**src/rtl/t2c_pkg.sv**
```systemverilog
package t2c_pkg;

  typedef logic signed [63:0] wide_t;

  localparam int     PSEL_W   = 2;
  localparam longint VREF_MV  = 1875;
  localparam longint MILLI    = 1000;

  typedef enum logic [1:0] {
    ST_IDLE,
    ST_SCAN,
    ST_IDIV,
    ST_SDIV
  } st_e;

  // Calibration key (millidegrees) of point k for the chosen curve.
  function automatic wide_t cal_key(input int sel, input int k);
    longint kk;
    kk = longint'(k);
    if (sel == 0) return 100000 - 20000 * kk;
    else          return -40000 + 20000 * kk;
  endfunction

  // Calibration voltage (millivolts) of point k for the chosen curve.
  function automatic wide_t cal_volt(input int sel, input int k);
    longint kk;
    kk = longint'(k);
    if (sel == 0) return 400 + 100 * kk + 20 * kk * kk;
    else          return 1800 - 150 * kk;
  endfunction

  function automatic longint presc_num(input logic [PSEL_W-1:0] idx);
    case (idx)
      2'd2:    return 10;
      default: return 1;
    endcase
  endfunction

  function automatic longint presc_den(input logic [PSEL_W-1:0] idx);
    case (idx)
      2'd0:    return 1;
      2'd1:    return 3;
      2'd2:    return 81;
      default: return 6;
    endcase
  endfunction

  function automatic wide_t interp_numer(input wide_t v_lo, input wide_t v_hi,
                                         input wide_t k_lo, input wide_t t);
    return (v_hi - v_lo) * (t - k_lo);
  endfunction

  function automatic wide_t scale_numer(input wide_t v, input longint num,
                                        input longint fs);
    return v * num * MILLI * fs;
  endfunction

  function automatic wide_t scale_denom(input longint den);
    return den * VREF_MV * MILLI;
  endfunction

endpackage

```
**src/rtl/t2c_table.sv**
```systemverilog
module t2c_table
  import t2c_pkg::*;
#(
  parameter int NPTS      = 8,
  parameter int TABLE_SEL = 0
) (
  output wide_t key_o  [NPTS],
  output wide_t volt_o [NPTS],
  output logic  desc_o
);

  generate
    for (genvar g = 0; g < NPTS; g++) begin : g_ent
      assign key_o[g]  = cal_key(TABLE_SEL, g);
      assign volt_o[g] = cal_volt(TABLE_SEL, g);
    end

    if (NPTS > 1) begin : g_dir
      assign desc_o = !(key_o[0] < key_o[1]);
    end else begin : g_one
      assign desc_o = 1'b1;
    end
  endgenerate

endmodule

```
**src/rtl/t2c_scan.sv**
```systemverilog
module t2c_scan
  import t2c_pkg::*;
#(
  parameter int NPTS  = 8,
  parameter int IDX_W = $clog2(NPTS + 1)
) (
  input  logic             clk,
  input  logic             rst_n,
  input  logic             go_i,
  input  wide_t            target_i,
  input  wide_t            key_i [NPTS],
  input  logic             desc_i,
  output logic             done_o,
  output logic [IDX_W-1:0] idx_o
);

  logic             run_q;
  logic             done_q;
  logic [IDX_W-1:0] idx_q;
  wide_t            cur_key;
  logic             at_end;
  logic             hit;
  logic             stop;

  always_comb begin
    cur_key = '0;
    for (int k = 0; k < NPTS; k++) begin
      if (idx_q == IDX_W'(k)) cur_key = key_i[k];
    end
  end

  assign at_end = (idx_q == IDX_W'(NPTS));
  assign hit    = desc_i ? (cur_key < target_i) : (cur_key > target_i);
  assign stop   = run_q && (at_end || hit);

  always_ff @(posedge clk) begin
    if (!rst_n) begin
      run_q  <= 1'b0;
      done_q <= 1'b0;
      idx_q  <= '0;
    end else begin
      done_q <= stop;
      if (go_i) begin
        run_q <= 1'b1;
        idx_q <= '0;
      end else if (stop) begin
        run_q <= 1'b0;
      end else if (run_q) begin
        idx_q <= idx_q + 1'b1;
      end
    end
  end

  assign done_o = done_q;
  assign idx_o  = idx_q;

endmodule

```
**src/rtl/t2c_div.sv**
```systemverilog
module t2c_div #(
  parameter int W = 64
) (
  input  logic                clk,
  input  logic                rst_n,
  input  logic                go_i,
  input  logic signed [W-1:0] num_i,
  input  logic signed [W-1:0] den_i,
  output logic                done_o,
  output logic signed [W-1:0] quo_o
);

  localparam int CNT_W = $clog2(W + 1);

  logic                run_q;
  logic                done_q;
  logic                neg_q;
  logic [CNT_W-1:0]    cnt_q;
  logic [W-1:0]        rem_q;
  logic [W-1:0]        acc_q;
  logic [W-1:0]        dabs_q;
  logic signed [W-1:0] quo_q;

  logic [W-1:0]        num_mag;
  logic [W-1:0]        den_mag;
  logic [W:0]          trial;
  logic                ge;
  logic [W-1:0]        rem_nx;
  logic [W-1:0]        q_nx;
  logic                last_step;

  assign num_mag   = num_i[W-1] ? -num_i : num_i;
  assign den_mag   = den_i[W-1] ? -den_i : den_i;
  assign trial     = {rem_q, acc_q[W-1]};
  assign ge        = (trial >= {1'b0, dabs_q});
  assign rem_nx    = ge ? (trial[W-1:0] - dabs_q) : trial[W-1:0];
  assign q_nx      = {acc_q[W-2:0], ge};
  assign last_step = run_q && (cnt_q == CNT_W'(W - 1));

  always_ff @(posedge clk) begin
    if (!rst_n) begin
      run_q  <= 1'b0;
      done_q <= 1'b0;
      neg_q  <= 1'b0;
      cnt_q  <= '0;
      rem_q  <= '0;
      acc_q  <= '0;
      dabs_q <= '0;
      quo_q  <= '0;
    end else begin
      done_q <= 1'b0;
      if (go_i) begin
        run_q  <= 1'b1;
        cnt_q  <= '0;
        rem_q  <= '0;
        acc_q  <= num_mag;
        dabs_q <= den_mag;
        neg_q  <= num_i[W-1] ^ den_i[W-1];
      end else if (run_q) begin
        rem_q <= rem_nx;
        acc_q <= q_nx;
        cnt_q <= cnt_q + 1'b1;
        if (last_step) begin
          run_q  <= 1'b0;
          done_q <= 1'b1;
          quo_q  <= neg_q ? -$signed(q_nx) : $signed(q_nx);
        end
      end
    end
  end

  assign done_o = done_q;
  assign quo_o  = quo_q;

endmodule

```
**src/rtl/temp_code_conv.sv**
```systemverilog
module temp_code_conv
  import t2c_pkg::*;
#(
  parameter int     NPTS      = 8,
  parameter int     TABLE_SEL = 0,
  parameter longint FS_CODE   = 64'h70E4,
  parameter int     TEMP_W    = 32,
  parameter int     CODE_W    = 16
) (
  input  logic                     clk,
  input  logic                     rst_n,
  input  logic                     start_i,
  input  logic signed [TEMP_W-1:0] temp_i,
  input  logic [PSEL_W-1:0]        psel_i,
  output logic                     busy_o,
  output logic                     done_o,
  output logic [CODE_W-1:0]        code_o
);

  localparam int IDX_W = $clog2(NPTS + 1);

  // Table
  wide_t key_a  [NPTS];
  wide_t volt_a [NPTS];
  logic  desc;

  t2c_table #(.NPTS(NPTS), .TABLE_SEL(TABLE_SEL)) u_table (
    .key_o  (key_a),
    .volt_o (volt_a),
    .desc_o (desc)
  );

  // Control state and named internal events
  st_e               st_q;
  wide_t             temp_q;
  logic [PSEL_W-1:0] psel_q;
  wide_t             base_q;
  logic              busy_q;
  logic              done_q;
  logic [CODE_W-1:0] code_q;

  logic              accept;
  logic              scan_done;
  logic [IDX_W-1:0]  scan_idx;
  logic              div_go;
  logic              div_done;
  wide_t             div_num;
  wide_t             div_den;
  wide_t             div_quo;

  assign accept = (st_q == ST_IDLE) && start_i;

  t2c_scan #(.NPTS(NPTS), .IDX_W(IDX_W)) u_scan (
    .clk      (clk),
    .rst_n    (rst_n),
    .go_i     (accept),
    .target_i (temp_q),
    .key_i    (key_a),
    .desc_i   (desc),
    .done_o   (scan_done),
    .idx_o    (scan_idx)
  );

  t2c_div #(.W(64)) u_div (
    .clk    (clk),
    .rst_n  (rst_n),
    .go_i   (div_go),
    .num_i  (div_num),
    .den_i  (div_den),
    .done_o (div_done),
    .quo_o  (div_quo)
  );

  // Bracketing points around the scan stop index
  wide_t lo_key, lo_volt, hi_key, hi_volt, clamp_volt;
  logic  edge_lo, edge_hi;

  always_comb begin
    lo_key  = '0;
    lo_volt = '0;
    hi_key  = '0;
    hi_volt = '0;
    for (int k = 0; k < NPTS; k++) begin
      if (scan_idx == IDX_W'(k)) begin
        hi_key  = key_a[k];
        hi_volt = volt_a[k];
      end
      if (scan_idx == IDX_W'(k + 1)) begin
        lo_key  = key_a[k];
        lo_volt = volt_a[k];
      end
    end
  end

  assign edge_lo    = (scan_idx == '0);
  assign edge_hi    = (scan_idx == IDX_W'(NPTS));
  assign clamp_volt = edge_lo ? volt_a[0] : volt_a[NPTS-1];

  // Divider operand selection
  always_comb begin
    div_go  = 1'b0;
    div_num = '0;
    div_den = 64'sd1;
    case (st_q)
      ST_SCAN: begin
        if (scan_done) begin
          div_go = 1'b1;
          if (edge_lo || edge_hi) begin
            div_num = scale_numer(clamp_volt, presc_num(psel_q), FS_CODE);
            div_den = scale_denom(presc_den(psel_q));
          end else begin
            div_num = interp_numer(lo_volt, hi_volt, lo_key, temp_q);
            div_den = hi_key - lo_key;
          end
        end
      end
      ST_IDIV: begin
        if (div_done) begin
          div_go  = 1'b1;
          div_num = scale_numer(base_q + div_quo, presc_num(psel_q), FS_CODE);
          div_den = scale_denom(presc_den(psel_q));
        end
      end
      default: ;
    endcase
  end

  // Sequencer
  always_ff @(posedge clk) begin
    if (!rst_n) begin
      st_q   <= ST_IDLE;
      temp_q <= '0;
      psel_q <= '0;
      base_q <= '0;
      busy_q <= 1'b0;
      done_q <= 1'b0;
      code_q <= '0;
    end else begin
      done_q <= 1'b0;
      case (st_q)
        ST_IDLE: begin
          if (accept) begin
            temp_q <= wide_t'(temp_i);
            psel_q <= psel_i;
            busy_q <= 1'b1;
            st_q   <= ST_SCAN;
          end
        end
        ST_SCAN: begin
          if (scan_done) begin
            if (edge_lo || edge_hi) begin
              st_q <= ST_SDIV;
            end else begin
              base_q <= lo_volt;
              st_q   <= ST_IDIV;
            end
          end
        end
        ST_IDIV: begin
          if (div_done) st_q <= ST_SDIV;
        end
        ST_SDIV: begin
          if (div_done) begin
            code_q <= div_quo[CODE_W-1:0];
            done_q <= 1'b1;
            busy_q <= 1'b0;
            st_q   <= ST_IDLE;
          end
        end
        default: st_q <= ST_IDLE;
      endcase
    end
  end

  assign busy_o = busy_q;
  assign done_o = done_q;
  assign code_o = code_q;

endmodule

```
**config.mk**
```make
export PLATFORM = sky130hd
export DESIGN_NAME = temp_code_conv
export DESIGN_NICKNAME = d
export VERILOG_FILES = /design/src/rtl/t2c_pkg.sv /design/src/rtl/t2c_table.sv /design/src/rtl/t2c_scan.sv /design/src/rtl/t2c_div.sv /design/src/rtl/temp_code_conv.sv
export SDC_FILE = /design/constraint.sdc
export NUM_CORES = 2
export LEC_CHECK = 0
export ABC_AREA = 1
export BUFFER_PORTS_ARGS = -buffer_cell sky130_fd_sc_hd__buf_2
export CORE_ASPECT_RATIO = 0.8
export CORE_MARGIN = 2
export CORE_UTILIZATION = 45
export DETAILED_ROUTE_END_ITERATION = 8
export PLACE_DENSITY_LB_ADDON = 0.2
export REMOVE_ABC_BUFFERS = 1
export SYNTH_ARGS = -nofsm -noshare
export SYNTH_HDL_FRONTEND = slang
export SYNTH_SLANG_ARGS = --single-unit
```
**constraint.sdc**
```tcl
create_clock -name clk -period 31.1 [get_ports clk]
set_input_delay 1.555 -clock clk [delete_from_list [all_inputs] [get_ports clk]]
set_output_delay 1.555 -clock clk [all_outputs]
set_load 0.05 [all_outputs]
```
==> metrics.md <==
| Metric | Value |
|---|---|
| Final setup margin | about 12000 ps |
| CP startpoint | u_div.quo_o[3] |
| Critical path required time | roughly 32000 ps |
| Filler cells | ~22000 |
| #FFs+latches synth | 329 |
| Site Rows | roughly 150 |
| Die Span Y | approximately 420 um |
| CP top delay family | adder cells |
| Cts bufs inserted | 42 |
| Footprint of the multi-input gates | 0.0767 sq mm |
| Gr usage total | 30.7% |
| IO Port Bufs | between 50 and 60 |
| Max Clk Rate | 51.9 MHz |
| Placer Congestion | around 0.99 |
| Area contributors post-synth | fa_1 (32%), ha_1 (16%), inv_1 (13%) |
| Core area | 0.214 sq mm |
| H-tree depth | 2 |
| Arrival @ worst endpoint | 19760 ps |
| TNS Setup | 0 ps |
| Initial core utilization | between 40 and 50% |
| Yosys cell types | 74 |
| CTS tree | done |
| Mapped cell area | 0.0966 sq mm |
| Seq/Total Area, Yosys | 6.82% |
| Proportion of layout cells with a drive suffix above 1 | under 10% |
| Fin nets | around 16000 |
| Hold WC Path Type | reg2reg |
| Hold Buf Count CTS | 0 |
| P&R area growth vs syn | 5.15% |
| Top FF cell, synth | dfxtp_1 |
| Unrepaired setup endpoints after global routing | no |
| Fin crit share | between 60% and 70% |
| Clock Sinks | about 330 |
| Final min period | between 15000 and 20000 ps |
| CTS Buffer Depth | 3 |
| Total grt overflow | 0 |
| Max-slew violations | 0 |
| Failing checks | capacitance limit |
| First-pass GRT wire length | 514000 um |
| DR iter-0 viols | between 7000 and 8000 |
| Syn Area/Cell | 7.55 sq um |
| Worst Tran Pin Value | roughly 1500 ps |
| Critical Path Fanout Max | about 80 |
| Register Area | 0.00659 sq mm |
| Routed Antenna Nets | 0 |
| Synth warn | 0 |
| Worst hold path startpoint | base_q[11] |
| Startpoint Class | flop |
| Async S/R FF share, synth | 0% |
| Max_slew headroom | ~1.6% |
| Maxcap violations | 1 |
| Remaining DRCs | 0 |
| Max stage delay on crit path | about 700 ps |
| Synth top area share | 31.9% |
| Drt first pass iters | 6 |
| Via density | approximately 5.4 |
| # setup viols final | 0 |
| Clock slew at reported path FFs | 70 ps |
| Critical path type | reg2reg |
| Mapped Cells | approximately 13000 |
| Root Buffer | clkbuf_16 |
| Vias in the first global route | roughly 85000 |
| # resized after CTS | 0 |
| Cell taking the most area after synthesis | fa_1 |
| Worst slack at placement | between 10000 and 15000 ps |
| R2r startpoint | u_div.quo_o[3] |
| CP endpoint kind | flop |
| Initial antenna violation count | 6 |
| Slowest-stage cell, CP | xor2_1 |
| Post-CTS Setup Inserts | 0 |
| Later-pin clock latency in the skew report | 620 ps |
| EDFF count, synth | 0 |
| Placed wire-length estimate | ~290000 um |
| Outcome | finished with violations |
| Vias | 83668 |
| Routed WL | ~330000 um |
| Critical Path Most Common Cell | inv_1 |
| Skew final | about 49 ps |
| Final hold vios | 0 |
| Drt wl/cell | 21.3 um |
| Largest net degree at the start of global routing | 87 |
| Die width | 522 um |
| Buf/Inv on CP | 17 |
| Die ar. | between 0.2 and 0.25 sq mm |
| Io pins | 55 |
metrics by stage:
stage	area, sq um	cells	utilization [%]	hold WS (ps)
2_1_floorplan	95500	12516	-	426
3_3_place_gp	100000	15532	46.9	446
3_5_place_dp	100000	15532	46.9	459
4_1_cts	102000	15602	47.5	470
5_1_grt	102000	15602	47.5	479
6_report	102000	15607	47.5	466
placed cells by master, fill, tap and decap left out, types with 18 or more instances in the layout:
master	netlist	final
inv_1	3225	3220
nand2_1	1923	1919
fa_1	1540	1540
ha_1	1263	1260
nor2_1	1102	1099
a21oi_1	792	792
o21ai_0	650	650
nand3_1	410	409
dfxtp_1	329	328
xor2_1	268	267
xnor2_1	152	151
buf_4	5	114
nor3_1	90	90
a31oi_1	79	79
or2_2	78	78
o22ai_1	69	69
nand4_1	68	68
buf_2	18	53
o21bai_1	42	42
clkbuf_16	0	42
nor4_1	41	41
a21o_1	39	39
o211ai_1	38	38
o21ai_1	34	34
o21a_1	31	31
o221ai_1	22	22
inv_2	17	21
nand3b_1	18	18
worst paths after layout:
path	to	slack, ps	cells past startpoint
setup reg to reg	u_div.acc_q[52]	11850	81
hold reg to reg	base_q[11]	470	2
hold / removal	base_q[11]	470	2
setup / recovery	u_div.acc_q[52]	11850	81
layout make-up:
type                       count  share of cell area, %
clock buffer                  53                   1.09
timing repair buffer         167                   1.10
inverter                    3264                   12.1
antenna                        5                 0.0123
multi-input combinational   8923                   75.5
sequential                   329                   6.48
clock inverter                17                  0.230
tap                         2849                   3.51
Yosys cell counts (79+ instances only):
cell      instances
xor2_1          268
nor2_1         1102
fa_1           1540
inv_1          3225
o21ai_0         650
nand3_1         410
xnor2_1         152
ha_1           1263
a21oi_1         792
clkbuf_1        232
nor3_1           90
dfxtp_1         329
nand2_1        1923
a31oi_1          79
flip-flops by register name, indices dropped and copies added, names as in the netlist:
| register | flops |
|---|---|
| base_q | 9 |
| busy_o | 1 |
| code_o | 16 |
| done_o | 1 |
| psel_q | 2 |
| st_q | 2 |
| temp_q | 32 |
| u_div.acc_q | 64 |
| u_div.cnt_q | 7 |
| u_div.dabs_q | 63 |
| u_div.done_o | 1 |
| u_div.neg_q | 1 |
| u_div.quo_o | 59 |
| u_div.rem_q | 64 |
| u_div.run_q | 1 |
| u_scan.done_o | 1 |
| u_scan.idx_o | 4 |
| u_scan.run_q | 1 |
routing by layer:
layer	GRT usage, %	vias to the layer above	share of wire, %
met3	6.56	336	9.1
li1	-	39260	-
met5	0	-	0.038
met1	46.0	40982	47
met2	45.3	3088	42
met4	5.68	2	2.0
worst min-delay path: cells and delay by family, from the launching register on:
family | cells | cell delay (ps)
buf+inv | 1 | 40
flops | 1 | 320
simple gates | 1 | 70
cells by family (layout without fill, tap and decap cells):
kind of cell | after synthesis | after routing | share of synthesized area [%]
fa+ha+maj | 2812 | 2812 | 48.4
simple gates | 3795 | 3795 | 16.3
flops | 329 | 329 | 6.82
buf+inv | 3557 | 3501 | 13.9
other cells | 2 | 13 | 0.00777
xor+xnor | 422 | 422 | 3.85
compound gates | 1886 | 1886 | 10.8
Power is not shown: default switching activity piles up to over one toggle a cycle in this logic, so the estimate is an artifact.
